==> config.mk <==
export PLATFORM = sky130hd
export DESIGN_NAME = swq_work_queue
export DESIGN_NICKNAME = d
export VERILOG_FILES = /design/src/rtl/swq_pkg.sv /design/src/rtl/swq_ring.sv /design/src/rtl/swq_admit.sv /design/src/rtl/swq_work_queue.sv
export SDC_FILE = /design/constraint.sdc
export NUM_CORES = 2
export LEC_CHECK = 0
export BUFFER_PORTS_ARGS = -buffer_cell sky130_fd_sc_hd__buf_2
export CAP_MARGIN = 5
export CELL_PAD_IN_SITES_DETAIL_PLACEMENT = 1
export CELL_PAD_IN_SITES_GLOBAL_PLACEMENT = 1
export CORE_MARGIN = 2
export CORE_UTILIZATION = 45
export CTS_BUF_LIST = sky130_fd_sc_hd__clkbuf_16
export DETAILED_ROUTE_END_ITERATION = 7
export GPL_TIMING_DRIVEN = 0
export PLACE_DENSITY_LB_ADDON = 0.1
export SLEW_MARGIN = 20
export SYNTH_ARGS = -nofsm -noshare
export SYNTH_HDL_FRONTEND = slang
export SYNTH_SLANG_ARGS = --single-unit
==> constraint.sdc <==
create_clock -name clk -period 62.8 [get_ports clk]
set_input_delay 6.28 -clock clk [delete_from_list [all_inputs] [get_ports clk]]
set_output_delay 6.28 -clock clk [all_outputs]
set_load 0.05 [all_outputs]
==> src/rtl/swq_pkg.sv <==
package swq_pkg;
  localparam int DESC_W   = 512;
  localparam int PASID_W  = 20;
  localparam int PASID_LO = 0;
  localparam int IRQ_BIT  = 20;
  localparam int REC_BIT  = 21;

  typedef logic [DESC_W-1:0] desc_t;

  function automatic logic [PASID_W-1:0] desc_pasid(input desc_t d);
    return d[PASID_LO +: PASID_W];
  endfunction

  function automatic logic desc_irq(input desc_t d);
    return d[IRQ_BIT];
  endfunction

  function automatic logic desc_rec(input desc_t d);
    return d[REC_BIT];
  endfunction

  // smaller of the programmed limit and the physical depth
  function automatic int unsigned clamp_limit(input int unsigned lim, input int unsigned depth);
    return (lim > depth) ? depth : lim;
  endfunction

  // room exists when the fill left after this cycle's drain is below the cap
  function automatic logic has_room(input int unsigned occ, input logic pop, input int unsigned cap);
    int unsigned left;
    left = occ - (pop ? 1 : 0);
    return left < cap;
  endfunction
endpackage

==> src/rtl/swq_ring.sv <==
module swq_ring #(
  parameter int DEPTH = 8,
  parameter int W     = 512,
  localparam int CNT_W = $clog2(DEPTH + 1),
  localparam int PTR_W = (DEPTH > 1) ? $clog2(DEPTH) : 1
) (
  input  logic             clk,
  input  logic             rst_n,
  input  logic             push,
  input  logic [W-1:0]     push_data,
  input  logic             pop,
  output logic [W-1:0]     head_data,
  output logic [CNT_W-1:0] count
);
  logic [W-1:0]     mem [DEPTH];
  logic [PTR_W-1:0] wr_ptr, rd_ptr;
  logic [CNT_W-1:0] count_q;

  function automatic logic [PTR_W-1:0] bump(input logic [PTR_W-1:0] p);
    return (p == PTR_W'(DEPTH - 1)) ? '0 : p + 1'b1;
  endfunction

  always_ff @(posedge clk) begin
    if (push) mem[wr_ptr] <= push_data;
  end

  always_ff @(posedge clk) begin
    if (!rst_n) begin
      wr_ptr  <= '0;
      rd_ptr  <= '0;
      count_q <= '0;
    end else begin
      if (push) wr_ptr <= bump(wr_ptr);
      if (pop)  rd_ptr <= bump(rd_ptr);
      case ({push, pop})
        2'b10:   count_q <= count_q + 1'b1;
        2'b01:   count_q <= count_q - 1'b1;
        default: count_q <= count_q;
      endcase
    end
  end

  assign head_data = mem[rd_ptr];
  assign count     = count_q;
endmodule

==> src/rtl/swq_admit.sv <==
module swq_admit #(
  parameter int DEPTH = 8,
  localparam int CNT_W = $clog2(DEPTH + 1)
) (
  input  logic             clk,
  input  logic             rst_n,
  input  logic             shared,
  input  logic [CNT_W-1:0] cfg_limit,
  input  logic             wr_valid,
  input  logic             wr_defer,
  input  logic [CNT_W-1:0] occ,
  input  logic             pop,
  output logic [CNT_W-1:0] lim_eff,
  output logic             push,
  output logic             refuse,
  output logic             drop,
  output logic             rsp_valid,
  output logic             rsp_retry,
  output logic             ovf_err
);
  logic room;
  logic status_wr;
  logic posted_wr;
  logic rsp_valid_q, rsp_retry_q, ovf_q;

  always_comb begin
    lim_eff = shared ? CNT_W'(swq_pkg::clamp_limit(32'(cfg_limit), DEPTH))
                     : CNT_W'(DEPTH);
  end

  assign room      = swq_pkg::has_room(32'(occ), pop, 32'(lim_eff));
  assign status_wr = wr_valid & shared & wr_defer;
  assign posted_wr = wr_valid & ~shared;

  assign push   = (status_wr | posted_wr) & room;
  assign refuse = status_wr & ~room;
  assign drop   = posted_wr & ~room;

  always_ff @(posedge clk) begin
    if (!rst_n) begin
      rsp_valid_q <= 1'b0;
      rsp_retry_q <= 1'b0;
      ovf_q       <= 1'b0;
    end else begin
      rsp_valid_q <= status_wr;
      rsp_retry_q <= refuse;
      ovf_q       <= ovf_q | drop;
    end
  end

  assign rsp_valid = rsp_valid_q;
  assign rsp_retry = rsp_retry_q;
  assign ovf_err   = ovf_q;
endmodule

==> src/rtl/swq_work_queue.sv <==
module swq_work_queue #(
  parameter int DEPTH = 8,
  localparam int CNT_W   = $clog2(DEPTH + 1),
  localparam int DESC_W  = swq_pkg::DESC_W,
  localparam int PASID_W = swq_pkg::PASID_W
) (
  input  logic               clk,
  input  logic               rst_n,
  input  logic               cfg_shared,
  input  logic [CNT_W-1:0]   cfg_limit,
  input  logic               wr_valid,
  input  logic               wr_defer,
  input  logic [DESC_W-1:0]  wr_desc,
  output logic               rsp_valid,
  output logic               rsp_retry,
  output logic               deq_valid,
  input  logic               deq_ready,
  output logic [DESC_W-1:0]  deq_desc,
  output logic [PASID_W-1:0] deq_pasid,
  output logic               deq_want_irq,
  output logic               deq_want_rec,
  output logic [CNT_W-1:0]   occupancy
  ,output logic              ovf_err
);
  // named internal events, observed by the bound checker
  logic             ev_pop;
  logic             ev_push;
  logic             ev_refuse;
  logic             ev_drop;
  logic [CNT_W-1:0] lim_eff;
  logic [CNT_W-1:0] fill;
  logic [DESC_W-1:0] head;

  assign deq_valid = (fill != '0);
  assign ev_pop    = deq_valid & deq_ready;

  swq_admit #(.DEPTH(DEPTH)) u_admit (
    .clk       (clk),
    .rst_n     (rst_n),
    .shared    (cfg_shared),
    .cfg_limit (cfg_limit),
    .wr_valid  (wr_valid),
    .wr_defer  (wr_defer),
    .occ       (fill),
    .pop       (ev_pop),
    .lim_eff   (lim_eff),
    .push      (ev_push),
    .refuse    (ev_refuse),
    .drop      (ev_drop),
    .rsp_valid (rsp_valid),
    .rsp_retry (rsp_retry),
    .ovf_err   (ovf_err)
  );

  swq_ring #(.DEPTH(DEPTH), .W(DESC_W)) u_ring (
    .clk       (clk),
    .rst_n     (rst_n),
    .push      (ev_push),
    .push_data (wr_desc),
    .pop       (ev_pop),
    .head_data (head),
    .count     (fill)
  );

  assign deq_desc     = head;
  assign deq_pasid    = swq_pkg::desc_pasid(head);
  assign deq_want_irq = swq_pkg::desc_irq(head);
  assign deq_want_rec = swq_pkg::desc_rec(head);
  assign occupancy    = fill;
endmodule

==> out/results.ini <==
[logic_synthesis]
synth_edf_count=4096
yosysTopAreaCellShare=0.796
synth-async-reset-ratio=0
synthAdderAreaFrac=0.00105
synth_warnings=0
synth.net_count=6586
synth_top_family_by_area=multiplexers
yosysSeqAreaShare=0.798
synth_compound_area_frac=0.000705
yosysTopAreaCell=edfxtp_1
synth_mux_area_frac=0.187
synth_area_leaders=edfxtp_1, mux4_2, mux2_2
avgSynthCellArea_um2=25.5
synth-main-ff-cell=edfxtp_1
ys_types=39
synth_cells=6051
synth_seq_cells=4112
synthSimpleGateAreaFrac=0.00160
netlist_area_um2=154000
synth_xor_area_frac=0.000283

[layout]
post-route-util=0.541
drive_gt1_frac=0.489
fillers=29700
area_growth_pct=19.9
final_common_cell=edfxtp_1
nNetsFinal=8993
layout_common_cells=edfxtp_1, buf_2, mux4_2, mux2_2, clkbuf_16
instances_no_fill=13500

[floorplanning]
fp.dieW_um=590
floorplan.die.height_um=590
dieArea_um2=348000
io_pins=1064
initial_core_util=0.451
num_rows=215
coreArea_um2=342000

[worst_setup_path]
cp.required_ps=63440
worst_setup_path_start_kind=primary input
crit_top_cell=buf_2
cpPeakStageDelay_ps=720
crit_arrival_ps=13180
cp_slowest_cell=nor4b_2
r2r_start=u_ring.count[1]
crit_start=deq_ready
critPathMaxFanout=10
ff2ff_path_depth=31
path_class=in2reg
critPathCaptureType=register

[cts]
clk_path_buf_depth=4
cts_buffers=431
cts_root_buffer=clkbuf_16
postCtsHoldBufs=0
cts.sinks=4112
cts_setup_buffers=0
htree_levels=5
clk_latency_ps=1000
cts_resized=0
cts_tree=yes
path_clk_slew_ps=60

[timing]
relSlewSlack=0.275
worst_slew_pin_slew_ps=1090
final-setup-viol-count=0
drv_slew=0
fin_skew_ps=57.3
hold_viol=0
timing.fmax_ghz=0.0798
period_share=0.200
rsz0062_at_grt=no
min_period_ps=12540

[detailed_routing]
drt-pass1-iter-count=5
routedWlPerCell_um=30.2
antenna_left=0
via_per_inst=5.47
drcViolationCount=0
drt_iter0_markers=6228
vias=73700
wl_um=406000

[global_routing]
track_usage=0.233
grt_pass1_wl_um=583000
grt_max_degree=17
grt_pass1_vias=79600
antenna_found_initial=238
grt_remaining_overflow=0

[outcome]
status=finished, final reports clean

[hold_path]
hold_path_depth=2
hp-start=u_admit.ovf_err
min_path_type=reg2reg

[placed_design]
hpwl_um=292000
dp_cells=12600
port_buffers=1062
place.gp.congestion=0.726

[pwr]
leakagePower_nw=61.8
pwr_density_cell_nw_per_um2=45.2
max-vdd-ir-drop_uv=30.0

[job]
maxCapViolations=0

[layer usage]
layer / global-route usage / vias to the layer above / routed length (um)
li1: - / 31100 / -
met1: 0.298 / 39500 / 159000
met2: 0.378 / 2223 / 198000
met3: 0.0784 / 712 / 35900
met4: 0.0712 / 134 / 13100
met5: 0 / - / 810
[final timing paths]
check                            end  slack (ps)
hold reg to reg      u_admit.ovf_err         500
hold / removal       u_admit.ovf_err         500
setup / recovery  u_ring.mem[5][206]       50260
setup reg to reg  u_ring.mem[5][206]       54410
[flip-flops by register name, indices dropped and copies added (netlist names), named ones only]
name,flops
u_admit.ovf_err,1
u_admit.rsp_retry,1
u_admit.rsp_valid,1
u_ring.wr_ptr,3
u_ring.mem,4096
u_ring.count,4
u_ring.rd_ptr,3
[stage by stage]
| step | hold WS [ps] | cell area (um2) | setup TNS [ps] | power (mW) | worst slack (ps) |
|---|---|---|---|---|---|
| 6_report | 504 | 185000 | 0 | 8.37 | 50260 |
| 3_3_place_gp | 465 | 165000 | - | 6.14 | -62680 |
| 5_1_grt | 532 | 185000 | 0 | 8.67 | 49780 |
| 4_1_cts | 507 | 185000 | 0 | 8.48 | 50310 |
| 3_5_place_dp | 495 | 171000 | 0 | 5.98 | 49300 |
| 2_1_floorplan | 467 | 154000 | -115400 | 5.58 | -56.8 |
[critical path: cells and delay by family]
kind | cells | cell delay, ps
buf+inv | 21 | 4190
simple gates | 4 | 1240
fa+ha+maj | 3 | 790
compound gates | 2 | 640
[synth_stat cells, drive strengths merged, types with 4 or more instances]
master  number
a21boi       4
nor2b        5
dfxtp       16
mux4      1024
inv          8
mux2i        5
edfxtp    4096
mux2       512
clkbuf     135
ha          13
o21ai        4
nor4b        4
nand2       16
buf        177
[kinds of logic after synthesis]
kind of cell / after synthesis
adders and majority gates: 13
and+or+nand+nor: 44
xor gates and xnor gates: 5
AOI/OAI and AO/OA: 16
buffers and inverters: 320
DFF: 4112
muxes: 1541
[final cells by class]
cell class | count | area (um2) | share of cell area
clock inverter | 358 | 3000 | 0.0162
clock buffer | 432 | 10800 | 0.0584
inverter | 8 | 30.0 | 0.000162
multi-input combinational | 1619 | 29500 | 0.159
tap | 4557 | 5700 | 0.0308
buffer | 312 | 1710 | 0.00923
timing repair buffer | 1974 | 11000 | 0.0591
antenna | 99 | 248 | 0.00134
sequential | 4112 | 123000 | 0.666
[power by group]
| part | total [mW] | switching (mW) | internal, mW |
|---|---|---|---|
| registers | 3.32 | 0.0462 | 3.27 |
| clock network | 2.48 | 1.06 | 1.42 |
| logic | 2.57 | 1.69 | 0.873 |
| total | 8.37 | 2.80 | 5.56 |
Power figures use the tool's default switching activity.
